**src/rtl/gpio_bank_pkg.sv**
```systemverilog
package gpio_bank_pkg;
  localparam int DW     = 32;
  localparam int ADDR_W = 12;
  localparam int HALF   = DW / 2;

  localparam logic [ADDR_W-1:0] A_MW_LO  = 12'h000;
  localparam logic [ADDR_W-1:0] A_MW_HI  = 12'h004;
  localparam logic [ADDR_W-1:0] A_DATA   = 12'h040;
  localparam logic [ADDR_W-1:0] A_PIN_IN = 12'h060;
  localparam logic [ADDR_W-1:0] A_DIR    = 12'h204;
  localparam logic [ADDR_W-1:0] A_OE     = 12'h208;

  function automatic logic [DW-1:0] impl_mask(int n);
    logic [DW-1:0] m;
    for (int i = 0; i < DW; i++) m[i] = (i < n);
    return m;
  endfunction

  // keep bit where mask is 1, take new value where mask is 0
  function automatic logic [HALF-1:0] merge_half(logic [HALF-1:0] cur, logic [DW-1:0] wd);
    return (cur & wd[DW-1:HALF]) | (wd[HALF-1:0] & ~wd[DW-1:HALF]);
  endfunction
endpackage

```
**src/rtl/gpio_in_sync.sv**
```systemverilog
module gpio_in_sync #(
  parameter int W      = 32,
  parameter int STAGES = 2
) (
  input  logic         clk_i,
  input  logic         rst_ni,
  input  logic [W-1:0] din_i,
  output logic [W-1:0] dout_o
);
  logic [STAGES-1:0][W-1:0] stg_q;

  always_ff @(posedge clk_i or negedge rst_ni) begin
    if (!rst_ni) begin
      stg_q <= '0;
    end else begin
      stg_q[0] <= din_i;
      for (int k = 1; k < STAGES; k++) stg_q[k] <= stg_q[k-1];
    end
  end

  assign dout_o = stg_q[STAGES-1];
endmodule

```
**src/rtl/gpio_ctrl_regs.sv**
```systemverilog
module gpio_ctrl_regs
  import gpio_bank_pkg::*;
#(
  parameter int NUM_PINS = 32
) (
  input  logic              clk_i,
  input  logic              rst_ni,
  input  logic [ADDR_W-1:0] addr_i,
  input  logic              we_i,
  input  logic [DW-1:0]     wdata_i,
  output logic [DW-1:0]     data_o,
  output logic [DW-1:0]     dir_o,
  output logic [DW-1:0]     oe_o
);
  localparam logic [DW-1:0] IMPL = impl_mask(NUM_PINS);

  logic [DW-1:0] data_q, dir_q, oe_q;
  logic [DW-1:0] data_d;

  always_comb begin
    data_d = data_q;
    if (we_i) begin
      unique case (addr_i)
        A_MW_LO: data_d[HALF-1:0]  = merge_half(data_q[HALF-1:0], wdata_i);
        A_MW_HI: data_d[DW-1:HALF] = merge_half(data_q[DW-1:HALF], wdata_i);
        A_DATA:  data_d            = wdata_i;
        default: ;
      endcase
    end
  end

  always_ff @(posedge clk_i or negedge rst_ni) begin
    if (!rst_ni) begin
      data_q <= '0;
      dir_q  <= '0;
      oe_q   <= '0;
    end else begin
      data_q <= data_d & IMPL;
      if (we_i && addr_i == A_DIR) dir_q <= wdata_i & IMPL;
      if (we_i && addr_i == A_OE)  oe_q  <= wdata_i & IMPL;
    end
  end

  assign data_o = data_q;
  assign dir_o  = dir_q;
  assign oe_o   = oe_q;
endmodule

```
**src/rtl/gpio_rd_mux.sv**
```systemverilog
module gpio_rd_mux
  import gpio_bank_pkg::*;
(
  input  logic              clk_i,
  input  logic              rst_ni,
  input  logic [ADDR_W-1:0] addr_i,
  input  logic [DW-1:0]     data_i,
  input  logic [DW-1:0]     pins_i,
  input  logic [DW-1:0]     dir_i,
  input  logic [DW-1:0]     oe_i,
  output logic [DW-1:0]     rdata_o
);
  logic [DW-1:0] rd_d, rd_q;

  always_comb begin
    unique case (addr_i)
      A_DATA:   rd_d = data_i;
      A_PIN_IN: rd_d = pins_i;
      A_DIR:    rd_d = dir_i;
      A_OE:     rd_d = oe_i;
      default:  rd_d = '0;
    endcase
  end

  always_ff @(posedge clk_i or negedge rst_ni) begin
    if (!rst_ni) rd_q <= '0;
    else         rd_q <= rd_d;
  end

  assign rdata_o = rd_q;
endmodule

```
**src/rtl/gpio_bank_mw.sv**
```systemverilog
module gpio_bank_mw
  import gpio_bank_pkg::*;
#(
  parameter int NUM_PINS    = 32,
  parameter int SYNC_STAGES = 2
) (
  input  logic        clk_i,
  input  logic        rst_ni,
  input  logic [11:0] addr_i,
  input  logic        we_i,
  input  logic [31:0] wdata_i,
  output logic [31:0] rdata_o,
  input  logic [31:0] pin_i,
  output logic [31:0] pin_o,
  output logic [31:0] pin_oe_o
);
  localparam logic [DW-1:0] IMPL = impl_mask(NUM_PINS);

  logic [DW-1:0] data_q, dir_q, oe_q, pins_sync;

  gpio_ctrl_regs #(.NUM_PINS(NUM_PINS)) u_regs (
    .clk_i, .rst_ni, .addr_i, .we_i, .wdata_i,
    .data_o(data_q), .dir_o(dir_q), .oe_o(oe_q)
  );

  gpio_in_sync #(.W(DW), .STAGES(SYNC_STAGES)) u_sync (
    .clk_i, .rst_ni, .din_i(pin_i & IMPL), .dout_o(pins_sync)
  );

  gpio_rd_mux u_rd (
    .clk_i, .rst_ni, .addr_i,
    .data_i(data_q), .pins_i(pins_sync), .dir_i(dir_q), .oe_i(oe_q),
    .rdata_o
  );

  assign pin_o    = data_q;
  assign pin_oe_o = dir_q & oe_q;
endmodule

```
**config.mk**
```make
export PLATFORM = sky130hd
export DESIGN_NAME = gpio_bank_mw
export DESIGN_NICKNAME = d
export VERILOG_FILES = /design/src/rtl/gpio_bank_pkg.sv /design/src/rtl/gpio_in_sync.sv /design/src/rtl/gpio_ctrl_regs.sv /design/src/rtl/gpio_rd_mux.sv /design/src/rtl/gpio_bank_mw.sv
export SDC_FILE = /design/constraint.sdc
export NUM_CORES = 1
export LEC_CHECK = 0
export BUFFER_PORTS_ARGS = -buffer_cell sky130_fd_sc_hd__buf_4
export CORE_ASPECT_RATIO = 1.2
export CORE_UTILIZATION = 35
export CTS_CLUSTER_DIAMETER = 30
export DETAILED_ROUTE_END_ITERATION = 8
export REMOVE_ABC_BUFFERS = 1
export SKIP_CTS_REPAIR_TIMING = 1
export SLEW_MARGIN = 0
export SYNTH_ARGS = -nofsm -noshare
export SYNTH_HDL_FRONTEND = slang
export SYNTH_HIERARCHICAL = 1
export SYNTH_SLANG_ARGS = --single-unit
```
**constraint.sdc**
```tcl
create_clock -name clk_i -period 3.32 [get_ports clk_i]
set_clock_uncertainty 0.1 [all_clocks]
set_input_delay 0.664 -clock clk_i [delete_from_list [all_inputs] [get_ports clk_i]]
set_output_delay 0.664 -clock clk_i [all_outputs]
set_load 0.05 [all_outputs]
```
**Yosys cells after proc, flatten, opt, wreduce, memory -nomap -nowiden**

Index checks and enable logic that the tools add are counted.

- Multipliers: 0
- Divide/modulo/power cells: 0
- Shifts and indexed selects: 0
- Add/sub/neg operators: 0
- Reductions and logical operators: 7
- Muxes and demuxes: 3
- Bitwise operators: 7
- Equal/unequal tests: 5
- Order comparisons: 0

Operator list:

| operator | number |
|---|---|
| case mux 32 bit (4 select lines) | 1 |
| case mux 16 bit (2 select lines) | 2 |
| AND 16 bit | 3 |
| AND 32 bit | 1 |
| OR 16 bit | 2 |
| equality test 12 x 10 -> 1 bit, second input constant | 2 |
| equality test 12 x 7 -> 1 bit, second input constant | 2 |
| inverter 16 bit | 1 |
| equality test 12 x 3 -> 1 bit, second input constant | 1 |
| zero test 12 bit | 1 |
| AND reduction 2 bit | 2 |
| nonzero test 2 bit | 2 |
| logical AND 1 bit | 2 |

- Output and inout bits: 96
- Input bits: 79
- Register bits: 192
- Bits in writable memories: 0
- Memories kept: 0
- Latch bits: 0
- Memory bits (read-only): 0

**Logic depth before layout (Yosys ltp)**

- Depth after elaboration: 4
- Mapped depth: 7
- Mapped depth without buffers: 4

**Cells and area by module**

The synthesis kept the hierarchy.

Modules (own cells, without submodules):

| module | instances | area an instance (um^2) | sequential area each (um^2) | cells an instance |
|---|---|---|---|---|
| gpio_ctrl_regs | 1 | 4010.1 | 2402.3 | 304 |
| gpio_rd_mux | 1 | 1975.6 | 800.8 | 156 |
| gpio_in_sync | 1 | 1841.8 | 1601.5 | 96 |
| gpio_bank_mw | 1 | 200.2 | 0.0 | 32 |

**Worst setup path after synthesis**

No wires, ideal clock.

- Kind: input to register
- Start point: in addr_i[1]
- End point: reg (tool-made name)
- Setup slack: 0.753 ns
- Data required time: 3.095 ns
- Setup time: 0.125 ns
- Stages: 7
- Data arrival time: 2.342 ns
- Buffers on the path: 3
- Path through: or4_4 -> buf_6 -> or4_4 -> buf_6 -> buf_6 -> a22oi_2 -> a21oi_1

RTL lines:

| what | line | source |
|---|---|---|
| from (decl) | gpio_bank_mw.sv:9 | `input logic [11:0] addr_i,` |

**Worst setup path after layout**

- Start point: in addr_i[8]
- End point: reg u_regs.oe_q[2], in the netlist u_regs/oe_o[2]

- Longest elaborated chain between the ends: 2

RTL lines:

| what | line | source |
|---|---|---|
| equality test 12 x 10 -> 1 bit | gpio_ctrl_regs.sv:40 | `if (we_i && addr_i == A_OE) oe_q <= wdata_i & IMPL;` |
| logical AND 1 bit | gpio_ctrl_regs.sv:40 |  |
| to (signal assigned) | gpio_ctrl_regs.sv:40 |  |
| to (decl) | gpio_ctrl_regs.sv:17 | `logic [DW-1:0] data_q, dir_q, oe_q;` |

Every way passes these cells.
A chain may end at the register's enable or synchronous reset.

==> reports/metrics.csv <==
stage,metric,value,unit
status,status,completed,
synth,Ys Warns,6,
synth,Yosys top cell area share,0.5985,
grt,vias in the first global route,5752,
synth,Mapped Cells,588,
sta,period utilization,0.7573,
power_and_ir_drop,total power,5.265,mW
sta,worst-margin pin slew,880.6,ps
critical_path,slowest cell on the critical path,or4_4,
critical_path,critical path cell sequence,buf_4 > or3_1 > or4_4 > mux2_1,
synth,Post-synth EDFFs,0,
synth,synthesized-area fraction occupied by adder cells,0,
power_and_ir_drop,switch share,0.2468,
synth,post-synthesis sequential area ratio,0.5985,
floorplan,Rows,60,
synth,largest family of logic cells by synthesized area,multiplexers,
clock_tree,total clock sinks,192,
power_and_ir_drop,P_leak,4.737,nW
synth,commonest cells in the netlist,"192 x dfrtp_1, 60 x mux2_2, 36 x mux2_1",
critical_path,WP data required,3520,ps
synth,Post-Synth XOR/XNOR Area,0.001091,
clock_tree,CTS tree,yes,
synth,multiplexer area fraction after synthesis,0.1347,
synth,Mapped Area,0.008028,mm2
sta,Final Max Slew Viols,0,
synth,"FFs w/ async S/R, synth",1.000,
clock_tree,worst-case clock buffer depth,2,
grt,gr ovfl total,0,
critical_path,Worst path max stage delay,910,ps
finish,share of layout cells above drive strength 1,0.4116,
floorplan,Die Ht,167.9,um
critical_path,Top delay family on crit path,simple AND/OR/NAND/NOR gates,
finish,Util after Layout,0.4466,
finish,antenna cells,0,
clock_tree,TritonCTS buffer count,17,
clock_tree,clock-pin slew on the worst setup and hold paths,70,ps
placement,Port Buffers,174,
floorplan,die area,0.02355,mm2
flow_run,max-cap violations,0,
critical_path,Critical R2R Capture,u_rd/rdata_o[21],
power_and_ir_drop,Pint,3.966,mW
grt,initial antenna violation count,0,
critical_path,CP Max Fanout,48,
power_and_ir_drop,PwrDens,525.3,mW/mm2
sta,final setup violation count,0,
sta,RSZ-0062 raised after global routing,no,
critical_path,CP Buf/Inv Count,1,
synth,post-synthesis area per instance,13.65,um2
drt,DR DRC count,0,
power_and_ir_drop,sequential share of power,0.470,
sta,Max Clock Freq,397.7,MHz
synth,ranking of synthesized cells by area,"dfrtp_1 60%, mux2_2 8.4%, mux2_1 5.0%",
critical_path,CP startpoint kind,input port,
drt,initial drt markers,212,
critical_path,Worst Reg-to-Reg Cells,3,
sta,hold slack final,178.1,ps
drt,drt via density,5.192,
placement,Post-DP HPWL,13420,um
sta,Fin. Hold Viols,0,
critical_path,worst reg2reg setup slack,2070,ps
sta,Rel. slew slack,0.4130,
drt,DR vias,5296,
synth,top_reg_cell synth,dfrtp_1,
placement,placer congestion estimate,0.7947,
floorplan,Die W,140.3,um
power_and_ir_drop,VDD IR-drop max,358.4,uV
grt,Total GRT Usage,0.1897,
drt,drt wl/cell,21.07,um
clock_tree,# H-tree levels,4,
clock_tree,CTS root buffer,clkbuf_16,
power_and_ir_drop,switching power,1.300,mW
clock_tree,clk_lat worst skew,420,ps
finish,Layout Nets,808,
synth,Synth Area in Compound Gates,0.1209,
power_and_ir_drop,clock network fraction of total power,0.433,
floorplan,Initial Util,0.3576,
grt,first-pass GRT wire length,33350,um
synth,cell with the most instances after synthesis,dfrtp_1,
finish,fill count,2055,
critical_path,Crit Path Class,input port to flip-flop,
drt,1st-pass router iterations,4,
grt,largest net degree at the start of global routing,80,
synth,"FF+latch count, synth",192,
synth,post-synth cell types,34,
hold_path,Hold Crit Class,input port to async pin,
synth,largest area contributor in the netlist,dfrtp_1,
floorplan,core area,0.02245,mm2
floorplan,# IOs,175,
drt,final wirelength,21500,um
power_and_ir_drop,combinational share of power,0.098,
finish,area grow syn2layout,24.88,%
critical_path,Worst EP arrival,2720,ps
sta,crit path time final,2514,ps
drt,"antenna viol nets, final",0,
critical_path,crit path capture type,flip-flop,
synth,simple-gate share of the synthesized area,0.07388,
-- layer usage --
layer	vias to the layer above	routed length (um)	global-route usage
li1	2398	-	-
met1	2711	8786	0.2255
met2	160	11490	0.3404
met3	27	877	0.03783
met4	0	345	0.06450
met5	-	0	0
-- stage by stage --
step                cells  cell area, um2  setup slack, ps  setup TNS [ps]
detailed placement    989            9374            377.9               0
floorplan             520            7518           -502.2          -14980
CTS                  1020           10020            839.7               0
global route         1020           10020            797.8               0
finish               1020           10020            805.8               0
global placement      989            9374            430.5               0
-- kinds of logic after synthesis --
kind of cell              after synthesis
AOI/OAI and AO/OA                     128
xor gates and xnor gates                1
buffers and inverters                  84
muxes                                  96
DFF                                   192
and+or+nand+nor                        87
-- power by group through the flow --
stage | registers, mW | clock network (mW) | logic (mW)
global placement | 2.51 | 0 | 0.509
CTS | 2.47 | 2.34 | 0.522
global route | 2.48 | 2.44 | 0.553
floorplan | 2.62 | 0 | 0.133
finish | 2.47 | 2.28 | 0.515
detailed placement | 2.52 | 0 | 0.521
-- layout make-up --
type	count	area, um2	area share
Timing Repair Buffer	190	1470	0.1467
Inverter	16	60.06	0.005991
Clock inverter	14	225.2	0.02247
Multi-Input combinational cell	312	2690	0.2683
Clock buffer	17	425.4	0.04244
Sequential cell	192	4805	0.4793
Tap cell	279	349.1	0.03482
-- cells in the final DEF, fill, tap and decap left out, drive strengths merged, types with 3 or more instances in the layout --
cell and count:
dfrtp 192, buf 189, a22oi 16, and2 32, or4 4, o2bb2ai 32, or4b 3, mux2 96
a32oi 32, o21ai 32, clkbuf 18, inv 22, nor3 17, a21oi 16, nand2 16, bufinv 5
nor4 4
-- worst max path at each step --
stage                      end       from  depth (start not counted)  slack, ps
2_1_floorplan  u_regs/dir_o[0]  addr_i[1]                          3       -500
3_3_place_gp    u_regs/oe_o[8]  addr_i[8]                          4        430
3_5_place_dp    u_regs/oe_o[2]  addr_i[8]                          4        380
4_1_cts         u_regs/oe_o[2]  addr_i[8]                          4        840
5_1_grt         u_regs/oe_o[0]  addr_i[8]                          4        800
6_report        u_regs/oe_o[2]  addr_i[8]                          4        810
Note: power is estimated with default switching activity, not from simulation.
